**src/rtl/uart_rxq_pkg.sv**
```systemverilog
package uart_rxq_pkg;

  localparam int unsigned NUM_FLAGS = 5;
  localparam int unsigned REG_W     = 8;

  localparam int unsigned FLG_THR  = 0;
  localparam int unsigned FLG_DRDY = 1;
  localparam int unsigned FLG_FERR = 2;
  localparam int unsigned FLG_BRK  = 3;
  localparam int unsigned FLG_OVR  = 4;
  localparam int unsigned STS_LINE = 5;

  typedef enum logic [1:0] {
    ADR_CTRL = 2'd0,
    ADR_STAT = 2'd1,
    ADR_DATA = 2'd2,
    ADR_CNT  = 2'd3
  } rxq_addr_e;

  function automatic int unsigned trig_level(input logic [1:0] sel);
    case (sel)
      2'b00:   trig_level = 1;
      2'b01:   trig_level = 4;
      2'b10:   trig_level = 8;
      default: trig_level = 14;
    endcase
  endfunction

endpackage

```
**src/rtl/rxq_ctrl.sv**
```systemverilog
module rxq_ctrl #(
  parameter int unsigned CW = 5
) (
  input  logic          clk,
  input  logic          rst_n,
  input  logic          wr_i,
  input  logic [7:0]    wdata_i,
  output logic          en_o,
  output logic [1:0]    sel_o,
  output logic [CW-1:0] trig_o
);
  import uart_rxq_pkg::*;

  logic       en_q, en_d;
  logic [1:0] sel_q, sel_d;

  always_comb begin
    en_d  = en_q;
    sel_d = sel_q;
    if (wr_i) begin
      en_d  = wdata_i[0];
      sel_d = wdata_i[2:1];
    end
  end

  always_ff @(posedge clk or negedge rst_n) begin
    if (!rst_n) begin
      en_q  <= 1'b0;
      sel_q <= 2'b00;
    end else begin
      en_q  <= en_d;
      sel_q <= sel_d;
    end
  end

  assign en_o   = en_q;
  assign sel_o  = sel_q;
  assign trig_o = CW'(trig_level(sel_q));

  a_r1_ctrl_hold: assert property (@(posedge clk) disable iff (!rst_n)
    !wr_i |=> ($stable(en_q) && $stable(sel_q)))
    else $error("a_r1_ctrl_hold");

endmodule

```
**src/rtl/rxq_fifo.sv**
```systemverilog
module rxq_fifo #(
  parameter int unsigned DW    = 8,
  parameter int unsigned DEPTH = 16
) (
  input  logic                        clk,
  input  logic                        rst_n,
  input  logic                        push_i,
  input  logic [DW-1:0]               data_i,
  input  logic                        pop_i,
  output logic [DW-1:0]               data_o,
  output logic [$clog2(DEPTH+1)-1:0]  count_o,
  output logic                        full_o,
  output logic                        empty_o
);
  localparam int unsigned AW = (DEPTH > 1) ? $clog2(DEPTH) : 1;
  localparam int unsigned CW = $clog2(DEPTH+1);
  localparam logic [AW-1:0] LAST = AW'(DEPTH-1);

  logic [DW-1:0] mem_q [DEPTH];
  logic [AW-1:0] wr_ptr_q, wr_ptr_d, rd_ptr_q, rd_ptr_d;
  logic [CW-1:0] cnt_q, cnt_d;
  logic [DW-1:0] last_q, last_d;
  logic          do_pop, do_push;

  assign empty_o = (cnt_q == '0);
  assign full_o  = (cnt_q == CW'(DEPTH));
  assign do_pop  = pop_i && !empty_o;
  assign do_push = push_i;

  always_comb begin
    wr_ptr_d = wr_ptr_q;
    rd_ptr_d = rd_ptr_q;
    cnt_d    = cnt_q;
    last_d   = last_q;
    if (do_push) begin
      wr_ptr_d = (wr_ptr_q == LAST) ? '0 : wr_ptr_q + 1'b1;
    end
    if (do_pop) begin
      rd_ptr_d = (rd_ptr_q == LAST) ? '0 : rd_ptr_q + 1'b1;
      last_d   = mem_q[rd_ptr_q];
    end
    case ({do_push, do_pop})
      2'b10:   cnt_d = cnt_q + 1'b1;
      2'b01:   cnt_d = cnt_q - 1'b1;
      default: cnt_d = cnt_q;
    endcase
  end

  always_ff @(posedge clk or negedge rst_n) begin
    if (!rst_n) begin
      wr_ptr_q <= '0;
      rd_ptr_q <= '0;
      cnt_q    <= '0;
      last_q   <= '0;
    end else begin
      wr_ptr_q <= wr_ptr_d;
      rd_ptr_q <= rd_ptr_d;
      cnt_q    <= cnt_d;
      last_q   <= last_d;
    end
  end

  always_ff @(posedge clk) begin
    if (do_push) begin
      mem_q[wr_ptr_q] <= data_i;
    end
  end

  assign data_o  = empty_o ? last_q : mem_q[rd_ptr_q];
  assign count_o = cnt_q;

  a_r8_no_overflow: assert property (@(posedge clk) disable iff (!rst_n)
    cnt_q <= CW'(DEPTH))
    else $error("a_r8_no_overflow");

  a_r8_no_push_when_full: assert property (@(posedge clk) disable iff (!rst_n)
    (full_o && push_i) |-> pop_i)
    else $error("a_r8_no_push_when_full");

  a_r3_empty_read_keeps_count: assert property (@(posedge clk) disable iff (!rst_n)
    (pop_i && empty_o && !push_i) |=> (cnt_q == '0))
    else $error("a_r3_empty_read_keeps_count");

endmodule

```
**src/rtl/rxq_flag.sv**
```systemverilog
module rxq_flag (
  input  logic clk,
  input  logic rst_n,
  input  logic set_i,
  input  logic rd_i,
  input  logic clr_req_i,
  output logic flag_o
);
  logic flag_q, flag_d;
  logic arm_q, arm_d;
  logic clr;

  always_comb begin
    clr    = clr_req_i && arm_q && !set_i;
    flag_d = set_i || (flag_q && !clr);
    if (clr) begin
      arm_d = 1'b0;
    end else if (rd_i) begin
      arm_d = flag_q;
    end else begin
      arm_d = arm_q;
    end
  end

  always_ff @(posedge clk or negedge rst_n) begin
    if (!rst_n) begin
      flag_q <= 1'b0;
      arm_q  <= 1'b0;
    end else begin
      flag_q <= flag_d;
      arm_q  <= arm_d;
    end
  end

  assign flag_o = flag_q;

  a_r7_fall_needs_arm: assert property (@(posedge clk) disable iff (!rst_n)
    $fell(flag_q) |-> $past(arm_q))
    else $error("a_r7_fall_needs_arm");

  a_r7_set_wins: assert property (@(posedge clk) disable iff (!rst_n)
    set_i |=> flag_q)
    else $error("a_r7_set_wins");

  a_r7_no_clear_without_request: assert property (@(posedge clk) disable iff (!rst_n)
    (flag_q && !clr_req_i) |=> flag_q)
    else $error("a_r7_no_clear_without_request");

endmodule

```
**src/rtl/uart_rxq_status.sv**
```systemverilog
module uart_rxq_status #(
  parameter int unsigned DW    = 8,
  parameter int unsigned DEPTH = 16
) (
  input  logic          clk,
  input  logic          rst_n,
  input  logic          rx_valid,
  input  logic [DW-1:0] rx_byte,
  input  logic          rx_frame_err,
  input  logic          rxd_level,
  input  logic          reg_wr,
  input  logic          reg_rd,
  input  logic [1:0]    reg_addr,
  input  logic [7:0]    reg_wdata,
  output logic [7:0]    reg_rdata,
  output logic          rx_irq
);
  import uart_rxq_pkg::*;

  localparam int unsigned CW = $clog2(DEPTH+1);

  logic          en, fifo_full, fifo_empty;
  logic [1:0]    sel;
  logic [CW-1:0] trig, count;
  logic [DW-1:0] head;
  logic          rd_data, rd_stat, wr_ctrl, wr_stat;
  logic          pop_eff, byte_in, accept;
  logic [CW:0]   cnt_after;
  logic [NUM_FLAGS-1:0] set_v, clr_v, flags;
  logic          thr_prev_q;

  assign rd_data = reg_rd && (reg_addr == ADR_DATA);
  assign rd_stat = reg_rd && (reg_addr == ADR_STAT);
  assign wr_ctrl = reg_wr && (reg_addr == ADR_CTRL);
  assign wr_stat = reg_wr && (reg_addr == ADR_STAT);

  rxq_ctrl #(.CW(CW)) u_ctrl (
    .clk    (clk),
    .rst_n  (rst_n),
    .wr_i   (wr_ctrl),
    .wdata_i(reg_wdata),
    .en_o   (en),
    .sel_o  (sel),
    .trig_o (trig)
  );

  assign pop_eff   = rd_data && !fifo_empty;
  assign byte_in   = rx_valid && en;
  assign accept    = byte_in && (!fifo_full || pop_eff);
  assign cnt_after = {1'b0, count} + (CW+1)'(accept) - (CW+1)'(pop_eff);

  rxq_fifo #(.DW(DW), .DEPTH(DEPTH)) u_fifo (
    .clk    (clk),
    .rst_n  (rst_n),
    .push_i (accept),
    .data_i (rx_byte),
    .pop_i  (rd_data),
    .data_o (head),
    .count_o(count),
    .full_o (fifo_full),
    .empty_o(fifo_empty)
  );

  always_comb begin
    set_v           = '0;
    set_v[FLG_THR]  = (count >= trig);
    set_v[FLG_DRDY] = accept && (cnt_after < {1'b0, trig});
    set_v[FLG_FERR] = byte_in && rx_frame_err;
    set_v[FLG_BRK]  = byte_in && rx_frame_err && (rx_byte == '0) && !rxd_level;
    set_v[FLG_OVR]  = byte_in && !accept;
  end

  genvar gi;
  generate
    for (gi = 0; gi < NUM_FLAGS; gi++) begin : g_flag
      assign clr_v[gi] = wr_stat && !reg_wdata[gi];
      rxq_flag u_flag (
        .clk      (clk),
        .rst_n    (rst_n),
        .set_i    (set_v[gi]),
        .rd_i     (rd_stat),
        .clr_req_i(clr_v[gi]),
        .flag_o   (flags[gi])
      );
    end
  endgenerate

  always_ff @(posedge clk or negedge rst_n) begin
    if (!rst_n) begin
      thr_prev_q <= 1'b0;
    end else begin
      thr_prev_q <= flags[FLG_THR];
    end
  end

  assign rx_irq = flags[FLG_THR] && !thr_prev_q;

  always_comb begin
    case (reg_addr)
      ADR_CTRL: reg_rdata = {5'b0, sel, en};
      ADR_STAT: reg_rdata = {2'b0, rxd_level, flags};
      ADR_DATA: reg_rdata = REG_W'(head);
      default:  reg_rdata = REG_W'(count);
    endcase
  end

  a_r2_disabled_hold: assert property (@(posedge clk) disable iff (!rst_n)
    (!en && !pop_eff) |=> $stable(count))
    else $error("a_r2_disabled_hold");

  a_r8_drop_sets_ovr: assert property (@(posedge clk) disable iff (!rst_n)
    (byte_in && fifo_full && !rd_data) |=> (flags[FLG_OVR] && $stable(count)))
    else $error("a_r8_drop_sets_ovr");

  a_r6_irq_single: assert property (@(posedge clk) disable iff (!rst_n)
    rx_irq |=> !rx_irq)
    else $error("a_r6_irq_single");

  a_r5_thr_follows_count: assert property (@(posedge clk) disable iff (!rst_n)
    (count >= trig) |=> flags[FLG_THR])
    else $error("a_r5_thr_follows_count");

endmodule

```
**config.mk**
```make
export PLATFORM = sky130hd
export DESIGN_NAME = uart_rxq_status
export DESIGN_NICKNAME = d
export VERILOG_FILES = /design/src/rtl/uart_rxq_pkg.sv /design/src/rtl/rxq_ctrl.sv /design/src/rtl/rxq_fifo.sv /design/src/rtl/rxq_flag.sv /design/src/rtl/uart_rxq_status.sv
export SDC_FILE = /design/constraint.sdc
export NUM_CORES = 1
export LEC_CHECK = 0
export BUFFER_PORTS_ARGS = -buffer_cell sky130_fd_sc_hd__buf_2
export CELL_PAD_IN_SITES_DETAIL_PLACEMENT = 1
export CELL_PAD_IN_SITES_GLOBAL_PLACEMENT = 1
export CORE_MARGIN = 8
export CORE_UTILIZATION = 40
export DETAILED_ROUTE_END_ITERATION = 10
export HOLD_SLACK_MARGIN = 0.06
export PLACE_DENSITY = 0.61
export SETUP_SLACK_MARGIN = 0.1
export SYNTH_ARGS = -nofsm -noshare
export SYNTH_HDL_FRONTEND = slang
export SYNTH_SLANG_ARGS = --single-unit
```
**constraint.sdc**
```tcl
create_clock -name clk -period 4.44 [get_ports clk]
set_clock_uncertainty 0.05 [all_clocks]
set_input_delay 0.888 -clock clk [delete_from_list [all_inputs] [get_ports clk]]
set_output_delay 0.888 -clock clk [all_outputs]
set_load 0.005 [all_outputs]
```
* Word-level counts from Yosys, hierarchy flattened
Memory sizes are Yosys's and may differ from the RTL's.
Index checks and enable logic that the tools add are counted.
** Word-level totals
- Flip-flop bits (word level) :: 35
- Memories :: 1
- Logic and storage cells :: 122
- Bits in writable memories :: 128
** Cells by class
- Equal/unequal tests :: 9
- Muxes and demuxes :: 18
- Reductions and logical operators :: 69
- $add $sub $neg :: 6
- Magnitude comparators :: 2
** Memory list
- u_fifo.mem_q :: depth 16, width 8, rd ports 1, clocked after memory_dff 0, wr ports 1, RTL line rxq_fifo.sv:19 : logic [DW-1:0] mem_q [DEPTH];
** Operator list (count)
- $logic_and A1 B1 Y1 :: 33
- $pmux W8 S3 :: 1
- $logic_not A1 Y1 :: 20
- $mux W1 :: 12
- $pmux W4 S3 :: 1
- $reduce_bool A2 Y1 :: 6
- $pmux W5 S2 :: 1
- $add A4 B1 Y4 const B :: 2
- $eq A4 B4 Y1 const B :: 2
- $logic_not A8 Y1 :: 1
- $mux W4 :: 2
- $mux W8 :: 1
- $add A5 B1 Y6 :: 1
- $eq A2 B1 Y1 const B :: 3
- $eq A2 B2 Y1 const B :: 3
- $logic_or A1 B1 Y1 :: 6
- $lt A6 B5 Y1 :: 1
- $sub A6 B1 Y6 :: 1
- $add A5 B1 Y5 const B :: 1
- $eq A5 B5 Y1 const B :: 1
- $ge A5 B5 Y1 :: 1
- $logic_not A5 Y1 :: 1
- $sub A5 B1 Y5 const B :: 1
- $logic_not A2 Y1 :: 2

* Logic depth before layout (Yosys ltp)
Gate-level depths: netlist of the first run.
- Word-level depth :: 14
- Depth in mapped cells :: 17
- Mapped depth without buffers :: 16

* Hierarchy
Synthesis of the first run repeated with hierarchy kept, for this count alone.
** Second synthesis, totals
- Cell total of the unflattened synthesis :: 512
- Area, all modules :: 7634.8 um^2
** By module, submodules not included
- rxq_fifo :: area each 6327.3 um^2, cells each 377, times used 1
- uart_rxq_status :: area each 769.5 um^2, cells each 93, times used 1
- rxq_flag :: area each 80.1 um^2, cells each 6, times used 5
- rxq_ctrl :: area each 137.6 um^2, cells each 12, times used 1

* Worst setup path before layout of the first run
OpenSTA, ideal clock, no wires.
- Path kind :: input -> register
- Start :: input reg_addr[0]
- End :: register g_flag[1].u_flag.arm_q
- Slack :: 0.931 ns
- Data required time :: 4.313 ns
- Cell stages on the path :: 16
- Data arrival time :: 3.382 ns
- Cell sequence :: buf_2 > nor2b_1 > nand3_4 > inv_2 > buf_2 > ha_1 > inv_1 > ha_1 > fa_1 > xor2_1 > ha_1 > a21oi_1 > nand2_1 > a21oi_1 > nand4_1 > a21oi_1
** Between the ends
- Cells in the longest elaborated chain, start to end :: 12
- Elaborated cells on any way between the ends :: 18
- Classes of those cells :: add/sub (2); order compare (1); eq/ne (2); mux (1); reduce/logical (12)
** RTL lines
- start: declaration :: RTL line uart_rxq_status.sv:13 : input logic [1:0] reg_addr,
- $eq A2 B2 Y1 * :: RTL line uart_rxq_status.sv:32 : assign rd_data = reg_rd && (reg_addr == ADR_DATA);
- $logic_and A1 B1 Y1 * :: RTL line uart_rxq_status.sv:32
- $logic_and A1 B1 Y1 * :: RTL line uart_rxq_status.sv:47 : assign pop_eff = rd_data && !fifo_empty;
- via pop_eff :: RTL line uart_rxq_status.sv:27 : logic pop_eff, byte_in, accept;
- $logic_or A1 B1 Y1 :: RTL line uart_rxq_status.sv:49 : assign accept = byte_in && (!fifo_full || pop_eff);
- $logic_and A1 B1 Y1 :: RTL line uart_rxq_status.sv:49
- $add A5 B1 Y6 :: RTL line uart_rxq_status.sv:50 : assign cnt_after = {1'b0, count} + (CW+1)'(accept) - (CW+1)'(pop_eff);
- $sub A6 B1 Y6 :: RTL line uart_rxq_status.sv:50
- $lt A6 B5 Y1 :: RTL line uart_rxq_status.sv:67 : set_v[FLG_DRDY] = accept && (cnt_after < {1'b0, trig});
- $logic_and A1 B1 Y1 * :: RTL line uart_rxq_status.sv:67
- $logic_not A1 Y1 * :: RTL line rxq_flag.sv:14 : clr = clr_req_i && arm_q && !set_i;
- $logic_and A1 B1 Y1 * :: RTL line rxq_flag.sv:14
- $mux W1 / $reduce_bool A2 Y1 (equally long branches)
- end signal: assignment :: RTL line rxq_flag.sv:31 : arm_q <= arm_d;
- end: declaration :: RTL line rxq_flag.sv:10 : logic arm_q, arm_d;
The timed path passes the listed nets; every way through them passes the cells marked *.
A chain may end at the register's enable or synchronous reset.

* Final worst setup path of the first run
- Start :: register u_fifo.cnt_q[3], in the netlist u_fifo.count_o[3]
- End :: register g_flag[1].u_flag.arm_q
** Between the ends
- Cells in the longest elaborated chain, start to end :: 12
- Elaborated cells on any way between the ends :: 15
- Classes of those cells :: add/sub (2); order compare (1); eq/ne (1); mux (1); reduce/logical (10)
** RTL lines
- start: declaration :: RTL line rxq_fifo.sv:21 : logic [CW-1:0] cnt_q, cnt_d;
- start signal: assignment :: RTL line rxq_fifo.sv:58 : cnt_q <= cnt_d;
- $logic_not A5 Y1 :: RTL line rxq_fifo.sv:25 : assign empty_o = (cnt_q == '0);
- $logic_not A1 Y1 :: RTL line uart_rxq_status.sv:47
- $logic_and A1 B1 Y1 :: RTL line uart_rxq_status.sv:47
- $logic_or A1 B1 Y1 :: RTL line uart_rxq_status.sv:49
- $logic_and A1 B1 Y1 :: RTL line uart_rxq_status.sv:49
- $add A5 B1 Y6 :: RTL line uart_rxq_status.sv:50
- $sub A6 B1 Y6 :: RTL line uart_rxq_status.sv:50
- $lt A6 B5 Y1 :: RTL line uart_rxq_status.sv:67
- $logic_and A1 B1 Y1 * :: RTL line uart_rxq_status.sv:67
- $logic_not A1 Y1 * :: RTL line rxq_flag.sv:14
- $logic_and A1 B1 Y1 * :: RTL line rxq_flag.sv:14
- $mux W1 / $reduce_bool A2 Y1 (equally long branches)
Every way passes the cells marked *; elsewhere a longest branch is shown, timed or not.

==> metrics.cfg, run 1 <==
[run_status]
status = completed

[setup_path]
start_kind = flip-flop
critPathLaunch = u_fifo.count_o[3]
path_class = reg2reg
cpPeakStageDelay_ns = 0.51
r2r-start = u_fifo.count_o[3]
crit_path_end_kind = flip-flop
worstPathMaxFanout = 16
worst-path-buf-inv = 3
worstPathArrival_ns = 4.03
crit_slowest_cell = or4b_4
critPathMostFrequentCell = ha_1
cp_data_required_time_ns = 4.74
cp_top_family = adder cells
crit_chain = inv_1 > ha_1 > or4b_4 > nand3_4 > inv_2 > ha_1 > inv_1 > ha_1 > fa_1 > xor2_1 > ha_1 > a21oi_1 > nand2_1 > a21oi_1 > nand4_1 > a21oi_1

[yosys]
synth_adder_area_share = 0.04516
netlist_instances = 470
synth_top_area_frac = 0.5295
ys_async_sr_fraction = 0.2147
synthSimpleGateAreaFrac = 0.08307
synth_area_leader_cell = edfxtp_1
synth_mux_area_frac = 0.1141
syn_avg_cell_area_um2 = 15.45
yosys_warnings = 0
synth.area.top_cells = edfxtp_1, dfrtp_1, mux4_2, ha_1, nand2_1
ys.flop_type = edfxtp_1
synth_edf_count = 128
synth_top_family_by_area = multiplexers
ys_seq_elements = 163
synth_compound_area_frac = 0.07101
synth_xor_area_frac = 0.01086
yosysUniqueCellTypes = 59
syn_nets = 520
yosysSeqAreaShare = 0.6501
netlist_area_um2 = 7259

[clock_network]
max-clock-path-buffers = 2
h-tree-depth = 4
cts.sinks = 163
clk_latency_ns = 0.43
numCtsBuffers = 17
path_clk_slew_ns = 0.07
cts_tree = built
holdBufCountCts = 0
post_cts_resized = 0
post_cts_buffers = 0
root_buffer = clkbuf_16

[drt]
post_drt_wl_per_cell_um = 22.77
viasPerCell = 5.525
drt_wl_total_mm = 17.03
drt_iter0_markers = 245
antenna_left = 0
drc = 0
dr.pass1.iters = 4
num_vias = 4133

[hold_path]
hold_path_startpoint = g_flag[0].u_flag.flag_o
hold_class = reg2reg

[cells_and_area]
regArea_um2 = 4721
nets = 556
nFillCells = 1754
final_layout_size_suffix_gt1_frac = 0.1985
final_cells = 748
design_area_um2 = 8187
multiInputGateArea_um2 = 2354
antenna_cells = 0
syn2layout_area_growth_pct = 12.77

[sta]
rsz0062_at_grt = no
finalSetupViolCount = 0
worstMarginPinSlew_ns = 0.8292
finalWorstSetupSlack_ns = 0.7129
finalHoldViolCount = 0
holdWs_ns = 0.3667
tns_ns = 0
finalCritPeriodShare = 0.8394
maxSlewViolCount = 0
min_period_ns = 3.727
max_freq_mhz = 268.3
slew_headroom = 0.4472

[global_routing]
antenna_found_initial = 0
grt_pass1_wl_mm = 26.74
grtUsageTotal = 0.1611
grt_max_degree = 36
first_global_vias = 4515
grt-ovfl-total = 0

[placed_design]
place_area_um2 = 7632
placed_cells = 716
dp_slack_ns = 0.5988
dpl.hpwl_mm = 11.52
gp_routability_congestion = 0.7790
numPortBuffers = 30

[run]
cap_violations = 0

[pwr]
static-leakage-power_uw = 0.002988
vdd_drop_max_mv = 0.3219
powerDensity_nw_per_um2 = 587.2

[die]
num_rows = 49
coreArea_um2 = 17900
ios = 34
die_height_um = 150.7
dieArea_um2 = 22720
dieWidth_um = 150.7
start_util = 0.4055

==> worst paths after layout <==
kind,endpoint,slack [ns],cells after the start
min in group asynchronous,u_ctrl.sel_o[0],0.51,1
max in group asynchronous,u_fifo.rd_ptr_q[0],3.25,1
hold reg to reg,thr_prev_q,0.37,0
setup / recovery,g_flag[1].u_flag.arm_q,0.71,16
setup reg to reg,g_flag[1].u_flag.arm_q,0.71,16
hold / removal,thr_prev_q,0.37,0
==> final cells by class <==
| cell class | instances | area share |
|---|---|---|
| Inverter | 19 | 0.008712 |
| Sequential cell | 163 | 0.5766 |
| Clock buffer | 18 | 0.05242 |
| Timing Repair Buffer | 35 | 0.02445 |
| Clock inverter | 14 | 0.01528 |
| Multi-Input combinational cell | 270 | 0.2875 |
| Tap cell | 229 | 0.03500 |
==> cells in the mapped netlist (all sizes together) (4+ instances only) <==
master	instances
and4	4
nor2b	4
a21o	5
a22o	5
nand2	46
xnor2	6
nor2	19
nand3	7
ha	23
mux2i	4
nor3b	8
nand2b	4
dfrtp	35
o22ai	13
mux2	4
edfxtp	128
buf	13
o21ai	20
a21oi	16
clkbuf	5
mux4	32
and2	8
and3	4
inv	19
==> stage by stage <==
stage | total power [uW] | util
2_1_floorplan | 3040 | -
3_3_place_gp | 3420 | 0.4263
3_5_place_dp | 3472 | 0.4263
4_1_cts | 4866 | 0.4573
5_1_grt | 5088 | 0.4573
6_report | 4807 | 0.4573
==> layout by cell type, fill, tap and decap left out, types with 2 or more instances in the layout <==
cell type / n
nand2b_1: 4
mux2i_1: 3
and2b_1: 2
o22ai_1: 13
nand3_1: 6
nor2b_1: 4
nor3b_1: 8
o21ai_0: 19
mux2_2: 4
fa_1: 2
a21oi_1: 16
edfxtp_1: 128
a22o_1: 5
dfrtp_1: 34
and2_1: 8
ha_1: 23
nand2_1: 46
mux4_2: 27
and4_1: 4
a22oi_1: 2
o31ai_1: 2
a211oi_1: 2
mux4_1: 5
buf_4: 4
nor4_1: 2
a221o_1: 3
buf_2: 30
clkbuf_16: 17
xor2_1: 3
inv_8: 3
nor2_1: 19
o21a_1: 2
xnor2_1: 6
inv_6: 2
a21o_1: 5
clkinvlp_4: 3
inv_1: 18
clkinv_4: 3
nand4_1: 2
and3_1: 4
==> layer usage <==
| metal | vias up | track usage | wire length (um) |
|---|---|---|---|
| met2 | 57 | 0.2547 | 8252 |
| met4 | 0 | 0.04750 | 237 |
| met3 | 15 | 0.03998 | 737 |
| met1 | 2159 | 0.2163 | 7800 |
| met5 | - | 0 | 0 |
| li1 | 1902 | - | - |
==> where the power goes <==
| part | internal, uW | leakage (uW) | total, uW | switching [uW] |
|---|---|---|---|---|
| clock network | 734 | 0.000263 | 1390 | 657 |
| logic | 636 | 0.00116 | 1380 | 748 |
| registers | 1830 | 0.00157 | 2030 | 201 |
==> state kept, by name, summed over array words and instances, names as in the netlist, 2 cells and up <==
| name | flops |
|---|---|
| u_fifo.mem_q | 128 |
| u_fifo.last_q | 8 |
| g_flag.u_flag.arm_q | 5 |
| g_flag.u_flag.flag_o | 5 |
| u_fifo.count_o | 5 |
| u_fifo.rd_ptr_q | 4 |
| u_fifo.wr_ptr_q | 4 |
| u_ctrl.sel_o | 2 |
==> kinds of logic (layout without fill, tap and decap cells) <==
family	Yosys count	count (layout)
AND/OR/NAND/NOR	116	116
adder cells (fa/ha/maj)	25	25
multiplexers	40	40
flip-flops	163	163
AO/OA/AOI/OAI	80	80
buffers and inverters	37	86
XOR/XNOR	9	9
Power figures use the tool's default switching activity.
==> run 2: changes to the inputs <==
==> constraint.sdc (replaced) <==
create_clock -name clk -period 3.8 [get_ports clk]
set_clock_uncertainty 0.05 [all_clocks]
set_input_delay 0.76 -clock clk [delete_from_list [all_inputs] [get_ports clk]]
set_output_delay 0.76 -clock clk [all_outputs]
set_load 0.005 [all_outputs]
==> run 2 against run 1 <==
Compared with the run above: clock power is 13% higher; critical path depth stayed put; largest power group unchanged; design area is 0.50% higher; sequential share of layout area is 0.27 points lower; combinational power is 30% higher.
==> metrics.cfg, run 2 (synthesis results as in run 1) <==
[global_routing]
first_global_vias = 4523
grt_max_degree = 37
grtUsageTotal = 0.1626
antenna_found_initial = 0
grt_pass1_wl_mm = 27.01
grt-ovfl-total = 0

[die]
start_util = 0.4055
coreArea_um2 = 17900
dieArea_um2 = 22720
num_rows = 49
ios = 34
die_height_um = 150.7
dieWidth_um = 150.7

[clock_network]
holdBufCountCts = 0
path_clk_slew_ns = 0.06
numCtsBuffers = 17
max-clock-path-buffers = 2
root_buffer = clkbuf_16
cts.sinks = 163
clk_latency_ns = 0.42
cts_tree = built
h-tree-depth = 4

[setup_path]
critPathLaunch = u_fifo.count_o[2]
worstPathMaxFanout = 3
critPathMostFrequentCell = ha_1
rr_worst_depth = 16
crit_slowest_cell = or4b_4
path_class = reg2reg
worstSetupEndpoint = g_flag[1].u_flag.arm_q
crit_path_end_kind = flip-flop
r2r_end = g_flag[1].u_flag.arm_q
regToRegSetupSlack_ns = 0.31
worstPathArrival_ns = 3.79
cp_data_required_time_ns = 4.10
start_kind = flip-flop
r2r-start = u_fifo.count_o[2]
crit_chain = inv_2 > ha_4 > or4b_4 > nand3_4 > inv_2 > ha_1 > inv_1 > ha_1 > fa_2 > xor2_1 > ha_1 > o311ai_0 > nand2_1 > a21oi_2 > nand4_1 > a21oi_2
cpPeakStageDelay_ns = 0.50

[sta]
slew_headroom = 0.4278
maxSlewViolCount = 0
max_freq_mhz = 286.2
finalSetupViolCount = 0
tns_ns = 0
min_period_ns = 3.494
worstMarginPinSlew_ns = 0.8583
finalHoldViolCount = 0
rsz0062_at_grt = no
holdWs_ns = 0.3590
finalCritPeriodShare = 0.9195

[drt]
viasPerCell = 5.542
num_vias = 4173
drt_iter0_markers = 292
post_drt_wl_per_cell_um = 23.21
dr.pass1.iters = 4
antenna_left = 0
drt_wl_total_mm = 17.48
drc = 0

[cells_and_area]
largestRegisters = u_fifo.mem_q (128), u_fifo.last_q (8)
nets = 562
nFillCells = 1763
largest_register_ffs = 128
antenna_cells = 0
final_cell_mix = edfxtp_1, nand2_1, dfrtp_1, buf_2, mux4_2
final_util = 0.4596
regMostFlops = u_fifo.mem_q
final_common_cell = edfxtp_1
syn2layout_area_growth_pct = 13.34
final_layout_size_suffix_gt1_frac = 0.2099

[pwr]
powerDensity_nw_per_um2 = 688.0
vdd_drop_max_mv = 0.3585
p_total_uw = 5661
static-leakage-power_uw = 0.003011

[run_status]
status = completed

[placed_design]
numPortBuffers = 30
gp_routability_congestion = 0.7625
dpl.hpwl_mm = 11.67

[hold_path]
hold_path_startpoint = g_flag[0].u_flag.flag_o
hold_class = reg2reg

[run]
cap_violations = 0

run 2: cell count changes in the layout (fill, tap and decap cells not counted), sizes merged:
cell / before / now
clkinvlp: 3 / 0
bufinv: 0 / 1
clkbuf: 18 / 19
clkinv: 6 / 9
inv: 24 / 21
buf: 35 / 41
run 2: worst min path at each step:
stage            endpoint  cells past startpoint
3_5_place_dp   thr_prev_q                      0
6_report       thr_prev_q                      0
5_1_grt        thr_prev_q                      0
4_1_cts        thr_prev_q                      0
3_3_place_gp   thr_prev_q                      0
2_1_floorplan  thr_prev_q                      0
run 2: routing by layer:
metal  up-vias  GRT usage  part of all wire
met4         0    0.04849            0.0086
met3         8    0.03637             0.038
li1       1906          -                 -
met2        61     0.2610              0.49
met5         -          0                 0
met1      2198     0.2175              0.46
run 2: repair_timing:
item / CTS / global route
endpoints found under the setup margin: 0 / 2
buffers inserted: 0 / 1
gates resized for setup: 0 / 9
run 2: metrics by stage:
step	setup slack [ns]	cell area, um2	cells
after global placement	0.2630	7670	721
after global routing	0.09281	8228	753
final	0.3060	8228	753
after floorplan	0.3517	7259	470
after detailed placement	0.1915	7670	721
after CTS	0.1675	8193	752
run 2: report_power, final:
part           leakage, uW  switching [uW]  total (uW)  internal, uW
clock             0.000259             680        1570           887
sequential         0.00156             159        2300          2140
combinational      0.00119             990        1790           801
total              0.00301            1830        5660          3830
run 2: final cells by class:
class	count	area, um2	share of cell area
Sequential cell	163	4722	0.5739
Multi-Input combinational cell	270	2380	0.2892
Clock buffer	19	432.9	0.05262
Tap cell	229	286.5	0.03482
Timing Repair Buffer	41	245.2	0.02981
Clock inverter	12	90.09	0.01095
Inverter	19	71.32	0.008668
run 2: worst max-delay path: cells and delay by family, from the launching register on:
kind | cells | cell delay [ns]
simple gates | 4 | 0.90
xor+xnor | 1 | 0.16
flops | 1 | 0.42
fa+ha+maj | 5 | 1.27
buf+inv | 3 | 0.20
compound gates | 3 | 0.42
